File: config.mk
export PLATFORM = sky130hd
export DESIGN_NAME = slv_responder
export DESIGN_NICKNAME = d
export VERILOG_FILES = /design/src/rtl/slv_pkg.sv /design/src/rtl/slv_decode.sv /design/src/rtl/slv_seq.sv /design/src/rtl/slv_store.sv /design/src/rtl/slv_responder.sv
export SDC_FILE = /design/constraint.sdc
export NUM_CORES = 1
export LEC_CHECK = 0
export ABC_CLOCK_PERIOD_IN_PS = 5100
export CELL_PAD_IN_SITES_DETAIL_PLACEMENT = 0
export CELL_PAD_IN_SITES_GLOBAL_PLACEMENT = 1
export CORE_ASPECT_RATIO = 0.9
export CORE_MARGIN = 2
export CORE_UTILIZATION = 50
export CTS_BUF_LIST = sky130_fd_sc_hd__clkbuf_2 sky130_fd_sc_hd__clkbuf_4 sky130_fd_sc_hd__clkbuf_8
export DETAILED_ROUTE_END_ITERATION = 16
export PLACE_DENSITY = 0.8
export SYNTH_ARGS = -nofsm -noshare
export SYNTH_HDL_FRONTEND = slang
export SYNTH_HIERARCHICAL = 1
export SYNTH_SLANG_ARGS = --single-unit
File: constraint.sdc
create_clock -name clk -period 5.1 [get_ports clk]
set_input_delay 0.765 -clock clk [delete_from_list [all_inputs] [get_ports clk]]
set_output_delay 0.765 -clock clk [all_outputs]
set_load 0.01 [all_outputs]
File: src/rtl/slv_pkg.sv
package slv_pkg;
  localparam int LANES = 4;

  typedef enum logic [1:0] {
    SZ_WORD = 2'b00,
    SZ_BYTE = 2'b01,
    SZ_HALF = 2'b10,
    SZ_RSVD = 2'b11
  } size_e;

  typedef enum logic [1:0] {
    ST_IDLE,
    ST_WAIT,
    ST_ACK
  } state_e;

  // lane bit 3 is bits 31:24 (big-endian byte 0)
  function automatic logic [LANES-1:0] lane_sel(input logic [1:0] sz, input logic [1:0] a);
    logic [LANES-1:0] m;
    case (size_e'(sz))
      SZ_BYTE: m = 4'b1000 >> a;
      SZ_HALF: m = a[1] ? 4'b0011 : 4'b1100;
      default: m = 4'b1111;
    endcase
    return m;
  endfunction

  function automatic logic [31:0] lane_bits(input logic [LANES-1:0] m);
    logic [31:0] b;
    for (int l = 0; l < LANES; l++) b[8*l +: 8] = {8{m[l]}};
    return b;
  endfunction
endpackage

File: src/rtl/slv_decode.sv
module slv_decode
  import slv_pkg::*;
#(
  parameter int          AW    = 32,
  parameter int          IDX_W = 4,
  parameter logic [31:0] BASE  = 32'h0000_1000,
  parameter logic [31:0] MASK  = 32'hFFFF_FFC0
) (
  input  logic [AW-1:0]    addr,
  input  logic [1:0]       size,
  output logic             hit,
  output logic [LANES-1:0] lanes,
  output logic [IDX_W-1:0] idx
);
  always_comb begin
    hit   = ((addr ^ BASE[AW-1:0]) & MASK[AW-1:0]) == '0;
    lanes = lane_sel(size, addr[1:0]);
    idx   = addr[IDX_W+1:2];
  end
endmodule

File: src/rtl/slv_seq.sv
module slv_seq
  import slv_pkg::*;
#(
  parameter int WAIT_W = 3
) (
  input  logic              clk,
  input  logic              rst_n,
  input  logic              accept,
  input  logic [WAIT_W-1:0] cfg_wait,
  output logic              busy,
  output logic              ack,
  output logic              load_ack
);
  state_e            st_q, st_d;
  logic [WAIT_W-1:0] cnt_q, cnt_d;

  always_comb begin
    st_d     = st_q;
    cnt_d    = cnt_q;
    load_ack = 1'b0;
    case (st_q)
      ST_IDLE: if (accept) begin
        cnt_d = cfg_wait;
        if (cfg_wait == '0) begin
          st_d     = ST_ACK;
          load_ack = 1'b1;
        end else begin
          st_d = ST_WAIT;
        end
      end
      ST_WAIT: begin
        if (cnt_q == WAIT_W'(1)) begin
          st_d     = ST_ACK;
          load_ack = 1'b1;
        end
        cnt_d = cnt_q - 1'b1;
      end
      default: st_d = ST_IDLE;
    endcase
  end

  always_ff @(posedge clk or negedge rst_n) begin
    if (!rst_n) begin
      st_q  <= ST_IDLE;
      cnt_q <= '0;
    end else begin
      st_q  <= st_d;
      cnt_q <= cnt_d;
    end
  end

  assign busy = (st_q != ST_IDLE);
  assign ack  = (st_q == ST_ACK);
endmodule

File: src/rtl/slv_store.sv
module slv_store
  import slv_pkg::*;
#(
  parameter int DEPTH = 16,
  parameter int IDX_W = 4
) (
  input  logic             clk,
  input  logic             rst_n,
  input  logic             we,
  input  logic [LANES-1:0] be,
  input  logic [IDX_W-1:0] widx,
  input  logic [31:0]      wdata,
  input  logic [IDX_W-1:0] ridx,
  output logic [31:0]      rdata
);
  for (genvar l = 0; l < LANES; l++) begin : g_lane
    logic [7:0] mem [DEPTH];

    always_ff @(posedge clk or negedge rst_n) begin
      if (!rst_n) begin
        for (int i = 0; i < DEPTH; i++) mem[i] <= '0;
      end else if (we && be[l]) begin
        mem[widx] <= wdata[8*l +: 8];
      end
    end

    assign rdata[8*l +: 8] = mem[ridx];
  end
endmodule

File: src/rtl/slv_responder.sv
module slv_responder
  import slv_pkg::*;
#(
  parameter int          DEPTH  = 16,
  parameter int          WAIT_W = 3,
  parameter logic [31:0] BASE   = 32'h0000_1000,
  parameter logic [31:0] MASK   = 32'hFFFF_FFC0
) (
  input  logic              clk,
  input  logic              rst_n,
  input  logic [WAIT_W-1:0] cfg_wait,
  input  logic              bus_start_n,
  input  logic              bus_kill_n,
  input  logic              bus_read,
  input  logic [1:0]        bus_size,
  input  logic [31:0]       bus_addr,
  input  logic [31:0]       bus_wdata,
  output logic [31:0]       bus_rdata,
  output logic              bus_ie,
  output logic              bus_ack
);
  localparam int IDX_W = (DEPTH > 1) ? $clog2(DEPTH) : 1;

  logic             hit, busy, ack, load_ack, accept;
  logic [LANES-1:0] dec_lanes, lanes_q, sel_lanes;
  logic [IDX_W-1:0] dec_idx, idx_q, sel_idx;
  logic             rd_q, sel_rd;
  logic [31:0]      mem_word, rdata_q;

  slv_decode #(.AW(32), .IDX_W(IDX_W), .BASE(BASE), .MASK(MASK)) u_dec (
    .addr (bus_addr),
    .size (bus_size),
    .hit  (hit),
    .lanes(dec_lanes),
    .idx  (dec_idx)
  );

  assign accept = !bus_start_n && bus_kill_n && hit && !busy;

  slv_seq #(.WAIT_W(WAIT_W)) u_seq (
    .clk     (clk),
    .rst_n   (rst_n),
    .accept  (accept),
    .cfg_wait(cfg_wait),
    .busy    (busy),
    .ack     (ack),
    .load_ack(load_ack)
  );

  always_ff @(posedge clk or negedge rst_n) begin
    if (!rst_n) begin
      rd_q    <= 1'b0;
      lanes_q <= '0;
      idx_q   <= '0;
    end else if (accept) begin
      rd_q    <= bus_read;
      lanes_q <= dec_lanes;
      idx_q   <= dec_idx;
    end
  end

  // zero-wait acknowledge loads in the same edge as the capture
  always_comb begin
    sel_rd    = accept ? bus_read  : rd_q;
    sel_lanes = accept ? dec_lanes : lanes_q;
    sel_idx   = accept ? dec_idx   : idx_q;
  end

  slv_store #(.DEPTH(DEPTH), .IDX_W(IDX_W)) u_mem (
    .clk  (clk),
    .rst_n(rst_n),
    .we   (ack && !rd_q),
    .be   (lanes_q),
    .widx (idx_q),
    .wdata(bus_wdata),
    .ridx (sel_idx),
    .rdata(mem_word)
  );

  always_ff @(posedge clk or negedge rst_n) begin
    if (!rst_n) rdata_q <= '0;
    else if (load_ack && sel_rd) rdata_q <= mem_word & lane_bits(sel_lanes);
    else rdata_q <= '0;
  end

  assign bus_rdata = rdata_q;
  assign bus_ack   = ack;
  assign bus_ie    = ack && rd_q;
endmodule


* Yosys cells after proc, flatten, opt, wreduce, memory -nomap -nowiden
Cells that the tools add are included.
Operators by class: add/subtract/negate cells 1, order comparisons 3, equality and inequality tests 7, shifts and indexed selects 1, muxes and demuxes 34, bitwise logic cells 4, reduce and logical (&&, ||, !) cells 21
Operators with widths (count):
- bitwise mux 128 bit | 4
- binary-select mux 8 bit (select 4 bit) | 4
- two-way mux 8 bit | 9
- AND 32 bit | 1
- demux 8 bit (select 4 bit) | 1
- logical NOT 32 bit | 1
- two-way mux 32 bit | 1
- two-way mux 4 bit | 3
- logical AND 1 bit | 11
- >= comparator 5 bit (second input constant) | 2
- inverter 4 -> 5 bit | 2
- case mux 4 bit (2 select lines) | 1
- two-way mux 2 bit | 3
- case mux 3 bit (2 select lines) | 1
- less-than comparator 5 x 1 -> 1 bit (second input constant) | 1
- == test 2 x 1 -> 1 bit (second input constant) | 2
- == test 2 bit (second input constant) | 2
- two-way mux 1 bit | 4
- case mux 2 bit (2 select lines) | 1
- AND reduction 2 bit | 2
- nonzero test 2 bit | 2
- >> shifter 4 x 2 -> 4 bit (first input constant) | 1
- == test 3 x 1 -> 1 bit (second input constant) | 1
- logical NOT 1 bit | 3
- other kinds (8) | 8
Storage, ports and cells: flip-flop bits (word level) 558, input bits 74, output and inout port bits 34, word-level logic and storage cells 141

* Longest topological paths before layout
depth in word-level cells 11, gate-level depth with buffers 14, depth with buffers taken out 10

* Cells and area by module
Netlist, hierarchy kept.
Modules (own cells, without submodules):
- slv_store | instances 1, cells each 1436, area each 23184.7 µm²
- slv_responder | instances 1, cells each 177, area each 2054.5 µm²
- slv_seq | instances 1, cells each 38, area each 319.1 µm²
- slv_decode | instances 1, cells each 26, area each 187.7 µm²

* Least setup slack after synthesis
OpenSTA, ideal clock, no wires.
path kind input -> register, from input bus_addr[7], to register rdata_q[22] (netlist: bus_rdata[22]), library setup time 124 ps, arrival 3316 ps, required time 4976 ps, setup slack 1659 ps, stages on the path 14, buffers on the path 4, path through nor4_2 > nand4_1 > nor2_1 > and4bb_1 > buf_6 > buf_8 > mux2_4 > buf_2 > buf_2 > mux4_2 > a22oi_1 > nand2_1 > nand4_1 > mux2i_1
On the way: longest elaborated chain between the ends 10, elaborated cells between the ends (all ways) 15, classes of those cells 9 x mux; 2 x bitwise; 4 x reduce/logical
RTL lines:
- start: declaration | line slv_responder.sv:16 | input logic [31:0] bus_addr,
- logical NOT 32 bit | line slv_decode.sv:16 | hit = ((addr ^ BASE[AW-1:0]) & MASK[AW-1:0]) == '0;
- named net hit | line slv_responder.sv:24 | logic hit, busy, ack, load_ack, accept;
- logical AND 1 bit (2 in series) | line slv_responder.sv:38 | assign accept = !bus_start_n && bus_kill_n && hit && !busy;
- two-way mux 4 bit
- named net sel_idx[0] | line slv_responder.sv:26 | logic [IDX_W-1:0] dec_idx, idx_q, sel_idx;
- inverter 4 -> 5 bit (implied by the code) | line slv_store.sv:27 | assign rdata[8*l +: 8] = mem[ridx];
- binary-select mux 8 bit (select 4 bit) | line slv_store.sv:27
- two-way mux 8 bit (implied by the code) (2 in series) | line slv_store.sv:27
- named net mem_word[22] | line slv_responder.sv:28 | logic [31:0] mem_word, rdata_q;
- AND 32 bit | line slv_responder.sv:82 | else if (load_ack && sel_rd) rdata_q <= mem_word & lane_bits(sel_lanes);
- two-way mux 32 bit | line slv_responder.sv:82
- end signal: assignment | line slv_responder.sv:82
- end: declaration | line slv_responder.sv:28
The timed path passes the listed nets, and every way through them passes these cells. The select of a mux whose other input is x is not followed. A chain may end at the register's enable or synchronous reset.

* Worst setup path after layout
from input bus_addr[13], to register rdata_q[11] (netlist: bus_rdata[11])
Same word-level chain as after synthesis.

==> run metrics <==
core area 50,700 µm²; First-pass DRT Iterations 5; drt drc 0; routing usage on met3 6.20%; initial antenna violation count 2; Iter 0 DRT Violations 1,126; asr flop ratio synth 100%; crit path to bus_rdata[11]; WS Path Type input pin to flop; Period minus WS final 3.73 ns; NumNets Final 1,868; worst r2r src u_seq/st_q[1]; unrepaired setup endpoints after global routing false; synthesized cell area 25,700 µm²; largest net degree at the start of global routing 121; P_leak 13.2 nW; post-route ant nets 0; final slew viol count 0; first-pass GRT wire length 98,500 µm; vias per inst 6.04; CTS resizes 0; gr usage total 24.6%; Stages on worst setup path 12; # port buffers 107; Rows 78; root buf cell clkbuf_8; commonest cells after routing, fill and taps aside 558 x dfrtp_1, 493 x mux2_2, 128 x mux4_2; crit-path max cell delay 0.62 ns; Yosys Warn Count 6; met2 usage 38.7%; reg-to-reg setup timing slack 1.75 ns; Clock transition at path regs 0.06 ns; critical path's slowest cell mux2_8; clock skew 0.0388 ns; worst skew pair latency 0.68 ns; drt total wl 63,900 µm; Cells after DPL 2,377; Tcrit/Tclk final 73.1%; sequential share of the synthesized area 54.2%; pre-CTS setup slack 0.634 ns; Post-CTS Setup Inserts 0; HP Class input pin to async pin; WP buf/inv 2; TNS Setup 0 ns; vias 15,400; Cell Chain, Critical Path clkdlybuf4s50_1 > nor4b_2 > nand4_1 > nor2_1 > and4bb_4 > mux2_8 > buf_4 > mux4_2 > a22oi_1 > nand2_1 > nand4_1 > mux2i_1; via count of the first global-routing pass 16,300; Yosys cell types 47; CTS buffer count 91; # clock sinks 558; CP arrival 4.28 ns; synthesized area per cell 15.4 µm²; dpl hpwl 40,300 µm; top cells by area, synth dfrtp_1 54%, mux2_2 22%, mux4_2 11%; H-Tree Depth 3; Syn Inst Count 1,677; Top Ports 108; Max Cap Viol 0; commonest non-fill, non-tap cell in the layout dfrtp_1; Seq cells post-synth 558; EDFF count, synth 0; Initial Util 50.8%; hold_buf cts 0; syn nets 1,755; CTS tree built; final setup fails 0; die area 53,300 µm²; CP endpoint kind flop; top-area cell type share of the netlist area 54.2%; Max transition margin 26.3%; reg2reg path depth 10; worst-margin pin slew 1.10 ns; Die Span Y 219 µm; outcome finished clean; CTS Buffer Depth 3; met1 GRT Util 34.4%; Routed WL per cell 25.1 µm; Non-Filler Instances 2,548; maximum vdd drop 0.000186 V; hold slack 0.164 ns; P per Cell Area 309 nW/µm²; Die X 243 µm; final global-route overflow total 0; delay-heaviest family, CP multiplexers; GRT busiest layer met2; R2R Path End bus_rdata[11]; Max Fclk 268 MHz; maximum fanout along the worst path 46; CP required 5.65 ns; top cell type by total area after synthesis dfrtp_1; Final Hold Fails 0; crit path from bus_addr[13]; RePlAce Congestion 0.796; Layout Utilization 58.5%; Setup crit start kind input pin; Top FF cell, synth dfrtp_1; area delta synth->final 15.1%; share of cells above drive strength 1 48.3%; CP dominant cell by count nand4_1; fin worst setup slack 1.37 ns
## state kept, by name, summed over array words and instances (netlist names)
signal            count
u_seq/st_q            2
u_seq/cnt_q           3
u_mem/g_lane.mem    512
lanes_q               4
rd_q                  1
bus_rdata            32
idx_q                 4
## per-stage QoR
step	total power, mW	area [µm²]
6_report	9.15	29600
5_1_grt	9.50	29600
4_1_cts	9.24	29600
3_5_place_dp	4.96	27600
3_3_place_gp	4.95	27600
2_1_floorplan	4.73	25700
## synth_stat cells (2+ instances only)
| master | instances |
|---|---|
| dfrtp_1 | 558 |
| mux2_2 | 493 |
| mux4_2 | 128 |
| clkbuf_1 | 84 |
| nand4_1 | 65 |
| a22oi_1 | 64 |
| nand2_1 | 50 |
| nor2_2 | 38 |
| mux2i_1 | 32 |
| buf_2 | 21 |
| mux2_1 | 21 |
| buf_4 | 11 |
| inv_1 | 9 |
| nand2b_1 | 9 |
| nor2_1 | 8 |
| a21oi_1 | 7 |
| mux2_4 | 7 |
| nor2_4 | 7 |
| nor2b_1 | 7 |
| buf_6 | 4 |
| ha_1 | 4 |
| o21bai_1 | 4 |
| o22ai_1 | 4 |
| and4bb_2 | 3 |
| buf_1 | 3 |
| nand4b_1 | 3 |
| nand4b_4 | 3 |
| nand4bb_1 | 3 |
| nor4_1 | 3 |
| and2_1 | 2 |
| and4bb_1 | 2 |
| nand3b_1 | 2 |
| nor4_2 | 2 |
| nor4b_2 | 2 |
| or3_1 | 2 |
## cell families (layout without fill, tap and decap cells)
family	after synthesis	count (layout)	synth area share (%)
compound gates	82	82	2.31
fa+ha+maj	4	4	0.194
buf+inv	134	324	2.38
flops	558	558	54.2
mux	681	681	35.3
other cells	0	1	0
simple gates	218	218	5.55
## power by group
part / total, mW / internal (mW) / switching [mW] / leakage, nW
clock: 4.27 / 2.48 / 1.79 / 1.10
combinational: 0.367 / 0.147 / 0.221 / 4.62
sequential: 4.51 / 4.48 / 0.0272 / 7.48
total: 9.15 / 7.12 / 2.03 / 13.2
## per-layer routing
| metal | wire [µm] | share of wire [%] | vias to the layer above |
|---|---|---|---|
| met5 | 0 | 0 | - |
| met4 | 1470 | 2.3 | 0 |
| met3 | 4600 | 7.2 | 106 |
| met2 | 29600 | 46 | 485 |
| met1 | 28200 | 44 | 8256 |
| li1 | - | - | 6545 |
## final cells by class
cell class                 instances  area, µm²
antenna                            1       2.50
clock buffer                     155       1890
clock inverter                    15        165
fill                            3892      21000
inverter                          10       37.5
multi-input combinational        985      11200
sequential                       558      14000
tap                              680        851
timing repair buffer             144       1490
## worst min path at each step
stage	endpoint	slack, ns
after floorplan	u_mem/g_lane[0].mem[1]	0.45
after global placement	u_mem/g_lane[3].mem[18]	0.46
after detailed placement	u_mem/g_lane[0].mem[66]	0.47
after CTS	u_mem/g_lane[1].mem[122]	0.20
after global routing	u_mem/g_lane[1].mem[122]	0.21
final	u_mem/g_lane[1].mem[122]	0.16
No activity file was read; power rests on OpenSTA's default activity.
